**src/rtl/sgi_pkg.sv**
```systemverilog
package sgi_pkg;

    localparam int SGI_ID_W   = 4;
    localparam int SGI_LIST_W = 8;
    localparam int SGI_CPU_W  = 3;

    // Field positions inside the write word
    localparam int FLD_ID_LSB   = 0;
    localparam int FLD_LIST_LSB = 16;
    localparam int FLD_MODE_LSB = 24;

    typedef enum logic [1:0] {
        FLT_LIST   = 2'd0,
        FLT_OTHERS = 2'd1,
        FLT_SELF   = 2'd2,
        FLT_RSVD   = 2'd3
    } sgi_filter_e;

    typedef struct packed {
        logic                  valid;
        logic [SGI_ID_W-1:0]   id;
        logic [SGI_LIST_W-1:0] tgt;
        logic [SGI_CPU_W-1:0]  src;
    } sgi_req_t;

endpackage

```
**src/rtl/sgi_decode.sv**
```systemverilog
module sgi_decode
    import sgi_pkg::*;
#(
    parameter int NUM_CPUS = 8,
    parameter int CPU_W    = $clog2(NUM_CPUS),
    parameter int CNT_W    = $clog2(NUM_CPUS + 1)
) (
    input  logic             clk,
    input  logic             rst_n,
    input  logic             wr_en,
    input  logic [31:0]      wr_data,
    input  logic [CPU_W-1:0] wr_cpu,
    input  logic [CNT_W-1:0] online_cnt,
    output sgi_req_t         req
);

    sgi_filter_e           mode;
    logic [SGI_LIST_W-1:0] online_mask;
    logic [SGI_LIST_W-1:0] self_bit;
    logic [SGI_LIST_W-1:0] list;
    logic                  unused_bits;

    assign unused_bits = ^{wr_data[31:26], wr_data[15:4]};

    always_comb begin
        mode = sgi_filter_e'(wr_data[FLD_MODE_LSB +: 2]);
        list = wr_data[FLD_LIST_LSB +: SGI_LIST_W];
        self_bit = SGI_LIST_W'(1) << wr_cpu;
        online_mask = '0;
        for (int i = 0; i < NUM_CPUS; i++) begin
            online_mask[i] = (CNT_W'(i) < online_cnt);
        end
    end

    always_comb begin
        req.valid = wr_en && (mode != FLT_RSVD);
        req.id    = wr_data[FLD_ID_LSB +: SGI_ID_W];
        req.src   = SGI_CPU_W'(wr_cpu);
        unique case (mode)
            FLT_LIST:   req.tgt = list & online_mask;
            FLT_OTHERS: req.tgt = online_mask & ~self_bit;
            FLT_SELF:   req.tgt = self_bit & online_mask;
            default:    req.tgt = '0;
        endcase
        if (!req.valid) begin
            req.tgt = '0;
        end
    end

    AST_ONLINE_ONLY: assert property (@(posedge clk) disable iff (!rst_n)
        (req.tgt & ~online_mask) == '0);
    AST_OTHERS_NOT_SELF: assert property (@(posedge clk) disable iff (!rst_n)
        (wr_en && mode == FLT_OTHERS) |-> (req.tgt & self_bit) == '0);
    AST_SELF_ONLY: assert property (@(posedge clk) disable iff (!rst_n)
        (wr_en && mode == FLT_SELF) |-> (req.tgt & ~self_bit) == '0);
    AST_RSVD_EMPTY: assert property (@(posedge clk) disable iff (!rst_n)
        (wr_en && mode == FLT_RSVD) |-> req.tgt == '0);

endmodule

```
**src/rtl/sgi_cpu_bank.sv**
```systemverilog
module sgi_cpu_bank
    import sgi_pkg::*;
#(
    parameter int NUM_CPUS = 8,
    parameter int NUM_IDS  = 16,
    parameter int CPU_IDX  = 0,
    parameter int CPU_W    = $clog2(NUM_CPUS),
    parameter int ID_W     = $clog2(NUM_IDS)
) (
    input  logic                         clk,
    input  logic                         rst_n,
    input  sgi_req_t                     req,
    input  logic                         clr_en,
    input  logic [CPU_W-1:0]             clr_cpu,
    input  logic [ID_W-1:0]              clr_id,
    output logic [NUM_IDS-1:0]           pend,
    output logic [NUM_IDS*NUM_CPUS-1:0]  src
);

    typedef struct packed {
        logic [NUM_IDS-1:0]               pend;
        logic [NUM_IDS-1:0][NUM_CPUS-1:0] src;
    } bank_state_t;

    bank_state_t         st_d, st_q;
    logic [NUM_IDS-1:0]  set_hit;
    logic [NUM_IDS-1:0]  clr_hit;
    logic [NUM_CPUS-1:0] src_onehot;

    always_comb begin
        src_onehot = NUM_CPUS'(1) << req.src;
        for (int i = 0; i < NUM_IDS; i++) begin
            set_hit[i] = req.valid && req.tgt[CPU_IDX] && (req.id == SGI_ID_W'(i));
            clr_hit[i] = clr_en && (clr_cpu == CPU_W'(CPU_IDX)) && (clr_id == ID_W'(i));
        end
    end

    always_comb begin
        st_d = st_q;
        for (int i = 0; i < NUM_IDS; i++) begin
            if (set_hit[i]) begin
                st_d.pend[i] = 1'b1;
                st_d.src[i]  = st_q.src[i] | src_onehot;
            end else if (clr_hit[i]) begin
                st_d.pend[i] = 1'b0;
                st_d.src[i]  = '0;
            end
        end
    end

    always_ff @(posedge clk or negedge rst_n) begin
        if (!rst_n) begin
            st_q <= '0;
        end else begin
            st_q <= st_d;
        end
    end

    assign pend = st_q.pend;
    assign src  = st_q.src;

    for (genvar g = 0; g < NUM_IDS; g++) begin : g_chk
        AST_SET_PENDS: assert property (@(posedge clk) disable iff (!rst_n)
            set_hit[g] |=> st_q.pend[g] &&
                ((st_q.src[g] & $past(src_onehot)) == $past(src_onehot)));
        AST_PEND_MATCH: assert property (@(posedge clk) disable iff (!rst_n)
            st_q.pend[g] == (st_q.src[g] != '0));
        AST_CLR_EMPTIES: assert property (@(posedge clk) disable iff (!rst_n)
            (clr_hit[g] && !set_hit[g]) |=> !st_q.pend[g] && st_q.src[g] == '0);
        AST_SET_WINS: assert property (@(posedge clk) disable iff (!rst_n)
            (clr_hit[g] && set_hit[g]) |=> st_q.pend[g] &&
                ((st_q.src[g] & $past(st_q.src[g])) == $past(st_q.src[g])));
    end

endmodule

```
**src/rtl/sgi_dispatch.sv**
```systemverilog
module sgi_dispatch
    import sgi_pkg::*;
#(
    parameter int NUM_CPUS = 8,
    parameter int NUM_IDS  = 16,
    localparam int CPU_W   = $clog2(NUM_CPUS),
    localparam int ID_W    = $clog2(NUM_IDS),
    localparam int CNT_W   = $clog2(NUM_CPUS + 1)
) (
    input  logic                                 clk,
    input  logic                                 rst_n,
    input  logic                                 wr_en,
    input  logic [31:0]                          wr_data,
    input  logic [CPU_W-1:0]                     wr_cpu,
    input  logic [CNT_W-1:0]                     online_cnt,
    input  logic                                 clr_en,
    input  logic [CPU_W-1:0]                     clr_cpu,
    input  logic [ID_W-1:0]                      clr_id,
    output logic [31:0]                          rd_data,
    output logic [NUM_CPUS*NUM_IDS-1:0]          pend_o,
    output logic [NUM_CPUS*NUM_IDS*NUM_CPUS-1:0] src_o
);

    localparam int BANK_SRC_W = NUM_IDS * NUM_CPUS;

    sgi_req_t req;

    // The generation register is write-only; reads return zero
    assign rd_data = '0;

    sgi_decode #(
        .NUM_CPUS (NUM_CPUS)
    ) u_decode (
        .clk        (clk),
        .rst_n      (rst_n),
        .wr_en      (wr_en),
        .wr_data    (wr_data),
        .wr_cpu     (wr_cpu),
        .online_cnt (online_cnt),
        .req        (req)
    );

    for (genvar c = 0; c < NUM_CPUS; c++) begin : g_bank
        sgi_cpu_bank #(
            .NUM_CPUS (NUM_CPUS),
            .NUM_IDS  (NUM_IDS),
            .CPU_IDX  (c)
        ) u_bank (
            .clk     (clk),
            .rst_n   (rst_n),
            .req     (req),
            .clr_en  (clr_en),
            .clr_cpu (clr_cpu),
            .clr_id  (clr_id),
            .pend    (pend_o[c*NUM_IDS +: NUM_IDS]),
            .src     (src_o[c*BANK_SRC_W +: BANK_SRC_W])
        );
    end

endmodule

```
**config.mk**
```make
export PLATFORM = sky130hd
export DESIGN_NAME = sgi_dispatch
export DESIGN_NICKNAME = d
export VERILOG_FILES = /design/src/rtl/sgi_pkg.sv /design/src/rtl/sgi_decode.sv /design/src/rtl/sgi_cpu_bank.sv /design/src/rtl/sgi_dispatch.sv
export SDC_FILE = /design/constraint.sdc
export NUM_CORES = 2
export LEC_CHECK = 0
export BUFFER_PORTS_ARGS = -buffer_cell sky130_fd_sc_hd__buf_2
export CAP_MARGIN = 15
export CELL_PAD_IN_SITES_DETAIL_PLACEMENT = 2
export CELL_PAD_IN_SITES_GLOBAL_PLACEMENT = 2
export CORE_AREA = 2 2 485 487
export DETAILED_ROUTE_END_ITERATION = 12
export DIE_AREA = 0 0 487 489
export GPL_TIMING_DRIVEN = 0
export PLACE_DENSITY_LB_ADDON = 0.1
export SLEW_MARGIN = 20
export SYNTH_ARGS = -nofsm -noshare
export SYNTH_HDL_FRONTEND = slang
export SYNTH_SLANG_ARGS = --single-unit
```
**constraint.sdc**
```tcl
create_clock -name clk -period 0.8 [get_ports clk]
set_input_delay 0.24 -clock clk [delete_from_list [all_inputs] [get_ports clk]]
set_output_delay 0.24 -clock clk [all_outputs]
set_load 0.02 [all_outputs]
```
## Word-level counts from Yosys, hierarchy flattened

Cells that the tools add are included.

| storage, ports and cells | value |
|---|---|
| flip-flop bits (word level) | 1152 |
| input bits | 50 |
| output and inout port bits | 1184 |
| word-level logic and storage cells | 1356 |

| cells by class | value |
|---|---|
| $lt $le $gt $ge | 8 |
| equal/unequal tests | 40 |
| shifts and indexed selects | 1 |
| multiplexer cells | 514 |
| bitwise gates (word level) | 132 |
| reductions and logical operators | 405 |

Operators with widths:

| kind | count |
|---|---|
| $mux 8 | 257 |
| $or 8x8->8 | 128 |
| $logic_and 1x1->1 | 273 |
| $mux 1 | 256 |
| $reduce_bool 2->1 | 128 |
| $eq 4x4->1 const B | 16 |
| $eq 4x3->1 const B | 8 |
| $and 8x8->8 | 3 |
| $pmux 8 s3 | 1 |
| $eq 4x2->1 const B | 4 |
| $lt 3x4->1 const A | 4 |
| $eq 3x3->1 const B | 4 |
| $eq 4x1->1 const B | 2 |
| $logic_not 4->1 | 2 |
| $lt 1x4->1 const A | 2 |
| $lt 2x4->1 const A | 2 |
| $not 8->8 | 1 |
| $shl 1x3->8 const A | 1 |
| $eq 3x2->1 const B | 2 |
| $eq 3x1->1 const B | 1 |
| $logic_not 3->1 | 1 |
| $eq 2x1->1 const B | 1 |
| $eq 2x2->1 const B | 1 |
| $logic_not 2->1 | 1 |
| $ne 2x2->1 const B | 1 |

## Logic depth before layout (Yosys ltp)

| logic depth | value |
|---|---|
| depth in word-level cells | 8 |
| gate-level depth with buffers | 10 |
| mapped depth without buffers | 6 |

## By module

From an unflattened synthesis, not the netlist that was laid out.

| second synthesis, totals | value |
|---|---|
| cells, all modules | 4153 |
| area total of the unflattened synthesis | 47952.2 sq um |

By module, submodules not included:

| module | times used | cells an instance | area an instance (sq um) | sequential area each (sq um) |
|---|---|---|---|---|
| sgi_cpu_bank (g_bank[1].u_bank ...) | 2 | 538 | 5957.0 | 3603.5 |
| sgi_cpu_bank (g_bank[5].u_bank ...) | 2 | 430 | 5716.7 | 3603.5 |
| sgi_cpu_bank (g_bank[4].u_bank) | 1 | 545 | 6079.6 | 3603.5 |
| sgi_cpu_bank (g_bank[3].u_bank) | 1 | 535 | 6013.3 | 3603.5 |
| sgi_cpu_bank (g_bank[0].u_bank) | 1 | 540 | 5935.7 | 3603.5 |
| sgi_cpu_bank (g_bank[7].u_bank) | 1 | 508 | 5916.9 | 3603.5 |
| sgi_decode | 1 | 56 | 415.4 | 0.0 |
| sgi_dispatch | 1 | 33 | 244.0 | 0.0 |

## Worst setup path before layout

OpenSTA, ideal clock, no wires.

| timing | value |
|---|---|
| path kind | input -> register |
| start point | input port wr_data[24] |
| end point | register g_bank[1].u_bank.st_q (netlist bit g_bank[1].u_bank.pend[10]) |
| library setup time | 121 ps |
| arrival | 2188 ps |
| required time | 679 ps |
| path slack | -1508 ps |
| stages on the path | 10 |
| path buffers | 4 |
| path through | inv_1 > ha_1 > buf_2 > nor2_1 > mux2i_1 > and2_1 > clkbuf_1 > buf_2 > buf_2 > a22o_1 |

| between the ends | value |
|---|---|
| word-level cells in the longest chain between the ends | 6 |
| elaborated cells on any way between the ends | 11 |
| classes of those cells | eq/ne (3); mux (3); reduce/logical (5) |

Ends and longest elaborated chain:

| item | line | source |
|---|---|---|
| from (decl) | sgi_dispatch.sv:13 | `input logic [31:0] wr_data,` |
| $eq 2x2->1 (tied with other cells) | sgi_decode.sv:39 | `unique case (mode)` |
| $pmux 8 s3 or $logic_and 1x1->1 (tied branches) | sgi_decode.sv:39, sgi_decode.sv:36 |  |
| $mux 8 | sgi_decode.sv:45 | `if (!req.valid) begin` |
| $logic_and 1x1->1 (*) (2 in a row) | sgi_cpu_bank.sv:33 | `set_hit[i] = req.valid && req.tgt[CPU_IDX] && (req.id == SGI_ID_W'(i));` |
| $mux 1 or $reduce_bool 2->1 (tied branches) | n/a |  |
| to (signal assigned) | sgi_cpu_bank.sv:55 | `st_q <= st_d;` |
| to (decl) | sgi_cpu_bank.sv:25 | `bank_state_t st_d, st_q;` |

Mark *: on every way between the ends. The rest lies on a longest branch, timed or not.
A chain may end at the register's enable or synchronous reset.

## Final worst setup path

| timing | value |
|---|---|
| start point | input port wr_data[3] |
| end point | register g_bank[4].u_bank.st_q (netlist bit g_bank[4].u_bank.src[27]) |

| between the ends | value |
|---|---|
| word-level cells in the longest chain between the ends | 3 |
| elaborated cells on any way between the ends | 4 |
| classes of those cells | eq/ne (1); mux (1); reduce/logical (2) |

Ends and longest elaborated chain:

| item | line |
|---|---|
| $eq 4x2->1 (*) | sgi_cpu_bank.sv:33 |
| $logic_and 1x1->1 (*) | sgi_cpu_bank.sv:33 |
| $mux 8 or $reduce_bool 2->1 (tied branches) | n/a |
| to (signal assigned) | sgi_cpu_bank.sv:55 |
| to (decl) | sgi_cpu_bank.sv:25 |

Marked as above.

==> results summary <==
The number of warning messages in the yosys log is 0. The finished cells cover 69,300 sq um. The cell total after placement is 8,273. The data arrival time of the critical path is 2.43 ns. Setup repair after global routing could not meet its margin everywhere. Across all hold checks on the routed design, the worst slack comes to -0.686 ns.

The worst path required time came out at 1.51 ns. The top cell type by area accounts for 62.8% of the synthesized area. The total standard cell area after synthesis came out at 45,900 sq um. The final clock period utilization by the worst path came out at 215%. The min-delay analysis places its worst path in the category input pin to async pin. The top fanout value on the critical path came out at 10. The synthesized design spends more area on one cell type than any other, namely sky130_fd_sc_hd__dfrtp_1. The worst slew slack as a fraction of its limit is 37.2%. The final weighted congestion in routability-driven placement is 0.792. After clock tree synthesis, the clock-pin slew on the worst setup and hold paths is 0.06 ns.

The first global-routing pass estimated 431 mm of wire. The maximum number of buffers from clock root to sink came out at 3. The sum of net half-perimeters after detailed placement is 242 mm.

For the pin with the worst max-slew slack, the measured transition is 0.942 ns. In this run the clock root is driven by a sky130_fd_sc_hd__clkbuf_16. The number of iterations in the first detailed-routing pass came out at 5. The commonest cells after synthesis are 1,152 x sky130_fd_sc_hd__dfrtp_1, 379 x sky130_fd_sc_hd__nor2_1, 312 x sky130_fd_sc_hd__inv_1. Before CTS, the worst setup slack after placement is -3.09 ns. The upper clock frequency limit is 0.581 GHz. The sum of overflow across all layers after global routing is 0. Of the total synthesized cell area, the portion taken by XOR and XNOR cells is 0%. Counting flops and latches in the post-synthesis netlist gives 1,152. The number of placement rows came out at 178.

The aggregate routed wire length came out at 325 mm. The area of the placeable core came out at 234,000 sq um. The flow ran to the end, but the final reports show violations.

CTS built an H-tree with a depth of 4. In this run the power density over the cells is 2540 nW/um^2. The adder and majority gate portion of the synthesized area came out at 0.0817%. Synthesis produced a netlist whose cell count is 3,961. The final clock skew is 0 ns. The count of unique library cells instantiated by Yosys came out at 70. The type of the worst setup path is input pin to flip-flop.

The final-report hold violation count came out at 372. The DRC violation total after the first TritonRoute iteration came out at 2,771. The max-slew violation total from the final report came out at 0.

From synthesis to final layout, the design area changed by 51.0%. The later-pin clock latency in the skew report came out at 0.78 ns. The cell area reported after detailed placement came out at 57,700 sq um. Counting the fill cells in the layout gives 25,200. The count of endpoints failing setup in the final report is 2,689.

The detailed-route via count came out at 43,400. The checks that failed: hold timing, setup timing. The number of standard cells in the layout, taps in and fillers out came out at 8,770.

The element type at the critical path start is an input pin. The final worst slack is -0.921 ns. The share of post-route cells with drive strength above 1 is 41.0%. The die outline width is 487 um.

The total DRC errors in the routed layout came out at 0. The total power after layout came out at 176 mW. The combined area of the multi-input logic cells is 16,400 sq um. The simple-gate share of the synthesized area came out at 8.36%. The share of synthesized area spent on multiplexers is 0.215%. Ranked by total cell area, the synthesized netlist is headed by sky130_fd_sc_hd__dfrtp_1 63%, sky130_fd_sc_hd__a32o_1 6.4%, sky130_fd_sc_hd__a41oi_1 4.5%, sky130_fd_sc_hd__o22ai_1 4.1%, sky130_fd_sc_hd__nor2_1 3.1%. The worst register-to-register path has a depth of 2. The maximum number of pins on one net before global-route repair came out at 120. The die covers 238,000 sq um. The mean post-synth cell area is 11.6 sq um. The all-layer global routing usage is 26.3%. In this run, CTS created clock tree buffers numbering 151. Counting flops with a built-in enable in the synthesized netlist gives 0. The total number of clock tree sinks came out at 1,152. The proportion of register bits with asynchronous set or reset after synthesis is 100%.

The most used flip-flop cell after synthesis is sky130_fd_sc_hd__dfrtp_1. The most used standard cell by instance count after synthesis is sky130_fd_sc_hd__dfrtp_1. For this design the static power due to leakage is 33.7 nW. The number of maximum-capacitance violations came out at 0. In this run the tool buffered the top-level ports with 1,174 buffer cells. The compound-gate portion of the synthesized area is 22.0%. The number of top-level pins is 1,234.

For this configuration, the core starts out at a cell density of 19.7%. After synthesis, the largest family of logic cells by area is compound AO/OA/AOI/OAI gates. The kind of capture point of the worst setup path is a flip-flop. The worst supply voltage drop on vdd came out at 0.00160 V.

The net count of the finished layout came out at 5,634. The number of antenna violations at the first check in global routing is 35. The total area of sequential cells is 28,900 sq um. The shortest clock period the worst path allows after layout came out at 1.72 ns. The final routed wire length divided by cell count is 37.1 um. The detail route stage leaves a number of antenna-violating nets equal to 0. The number of vias per cell after detailed routing came out at 4.95. The sequential cell area fraction in the yosys report came out at 62.8%. TritonCTS built the clock tree. The via count of the first global-routing pass is 45,600. The vertical extent of the die came out at 489 um.
## path summary, 6_finish.rpt
| path | start | to | slack (ns) |
|---|---|---|---|
| max reg2reg | g_bank[6].u_bank.src[72] | g_bank[6].u_bank.src[72] | -0.05 |
| min reg2reg | g_bank[2].u_bank.pend[2] | g_bank[2].u_bank.pend[2] | 0.48 |
| min in group clk | clr_cpu[0] | g_bank[0].u_bank.pend[11] | -0.01 |
| max in group asynchronous | rst_n | g_bank[0].u_bank.pend[7] | -0.62 |
| max | wr_data[3] | g_bank[4].u_bank.src[27] | -0.92 |
| min | rst_n | g_bank[7].u_bank.src[40] | -0.69 |
## repair_timing
action / CTS / global route
endpoints found under the setup margin: 3156 / 3045
hold endpoints to repair: 308 / 357
gates cloned: 9 / 15
gates resized for setup: 681 / 469
setup buffers: 111 / 88
pin swaps: 44 / 38
## area by class of cell
| class | instances | area share (%) |
|---|---|---|
| antenna | 18 | 0.0650 |
| buffer | 418 | 5.01 |
| clock buffer | 231 | 6.53 |
| clock inverter | 33 | 0.733 |
| inverter | 312 | 1.70 |
| multi-input combinational | 2099 | 23.7 |
| sequential | 1152 | 41.6 |
| tap | 3060 | 5.52 |
| timing repair buffer | 1447 | 15.1 |
## per-layer routing
metal | global-route usage (%) | wire (um) | up-vias
met5 | 0 | 7 | -
met4 | 8.24 | 10800 | 2
met3 | 7.73 | 23400 | 341
met2 | 43.1 | 155000 | 1428
met1 | 33.3 | 136000 | 23500
li1 | - | - | 18100
## where the power goes
group	total, mW	switching [mW]	internal [mW]
Sequential	68.0	3.86	64.2
Combinational	37.5	25.9	11.6
Clock	70.9	28.7	42.1
Total	176	58.5	118
## through the flow
step / setup TNS, ns / utilization (%)
final: -1840.30 / 29.7
after global routing: -2018.14 / 29.7
after CTS: -2102.54 / 28.6
after detailed placement: -4278.87 / 24.7
after global placement: - / 24.2
after floorplan: -1198.92 / -
## cell families (layout without fill, tap and decap cells)
| group | Yosys count | count (layout) |
|---|---|---|
| AO/OA/AOI/OAI | 1258 | 1258 |
| flip-flops | 1152 | 1152 |
| AND/OR/NAND/NOR | 797 | 798 |
| buffers and inverters | 742 | 2441 |
| multiplexers | 8 | 8 |
| adder cells (fa/ha/maj) | 3 | 3 |
| other | 1 | 50 |
## cell usage in the layout, fill, tap and decap left out, types with 21 or more instances in the layout
| cell type | count |
|---|---|
| sky130_fd_sc_hd__clkbuf_1 | 105 |
| sky130_fd_sc_hd__a31o_2 | 29 |
| sky130_fd_sc_hd__a31oi_4 | 60 |
| sky130_fd_sc_hd__clkbuf_8 | 54 |
| sky130_fd_sc_hd__nand2_1 | 194 |
| sky130_fd_sc_hd__buf_12 | 80 |
| sky130_fd_sc_hd__dfrtp_1 | 1120 |
| sky130_fd_sc_hd__conb_1 | 32 |
| sky130_fd_sc_hd__a41oi_1 | 236 |
| sky130_fd_sc_hd__inv_1 | 310 |
| sky130_fd_sc_hd__clkbuf_16 | 191 |
| sky130_fd_sc_hd__buf_6 | 171 |
| sky130_fd_sc_hd__clkbuf_4 | 50 |
| sky130_fd_sc_hd__buf_4 | 184 |
| sky130_fd_sc_hd__dfrtp_2 | 32 |
| sky130_fd_sc_hd__clkbuf_2 | 108 |
| sky130_fd_sc_hd__o21a_1 | 56 |
| sky130_fd_sc_hd__nor4_1 | 56 |
| sky130_fd_sc_hd__o22ai_1 | 293 |
| sky130_fd_sc_hd__a31oi_1 | 103 |
| sky130_fd_sc_hd__nand3_2 | 27 |
| sky130_fd_sc_hd__buf_8 | 21 |
| sky130_fd_sc_hd__o2bb2ai_1 | 32 |
| sky130_fd_sc_hd__a22o_1 | 60 |
| sky130_fd_sc_hd__a32o_1 | 294 |
| sky130_fd_sc_hd__buf_16 | 27 |
| sky130_fd_sc_hd__a31oi_2 | 26 |
| sky130_fd_sc_hd__nor2_1 | 366 |
| sky130_fd_sc_hd__buf_2 | 1087 |
## worst max-delay path: stages
cell,delay [ns]
sky130_fd_sc_hd__buf_4,0.16
sky130_fd_sc_hd__nor4bb_1,0.33
sky130_fd_sc_hd__clkbuf_4,0.24
sky130_fd_sc_hd__buf_16,0.16
sky130_fd_sc_hd__and3_2,0.54
sky130_fd_sc_hd__clkbuf_2,0.42
sky130_fd_sc_hd__a41oi_1,0.17
sky130_fd_sc_hd__nor2_1,0.14
## registers in the layout (all words and copies together) (netlist names)
register            cells
g_bank.u_bank.pend    128
g_bank.u_bank.src    1024
No activity file was read; power rests on OpenSTA's default activity.
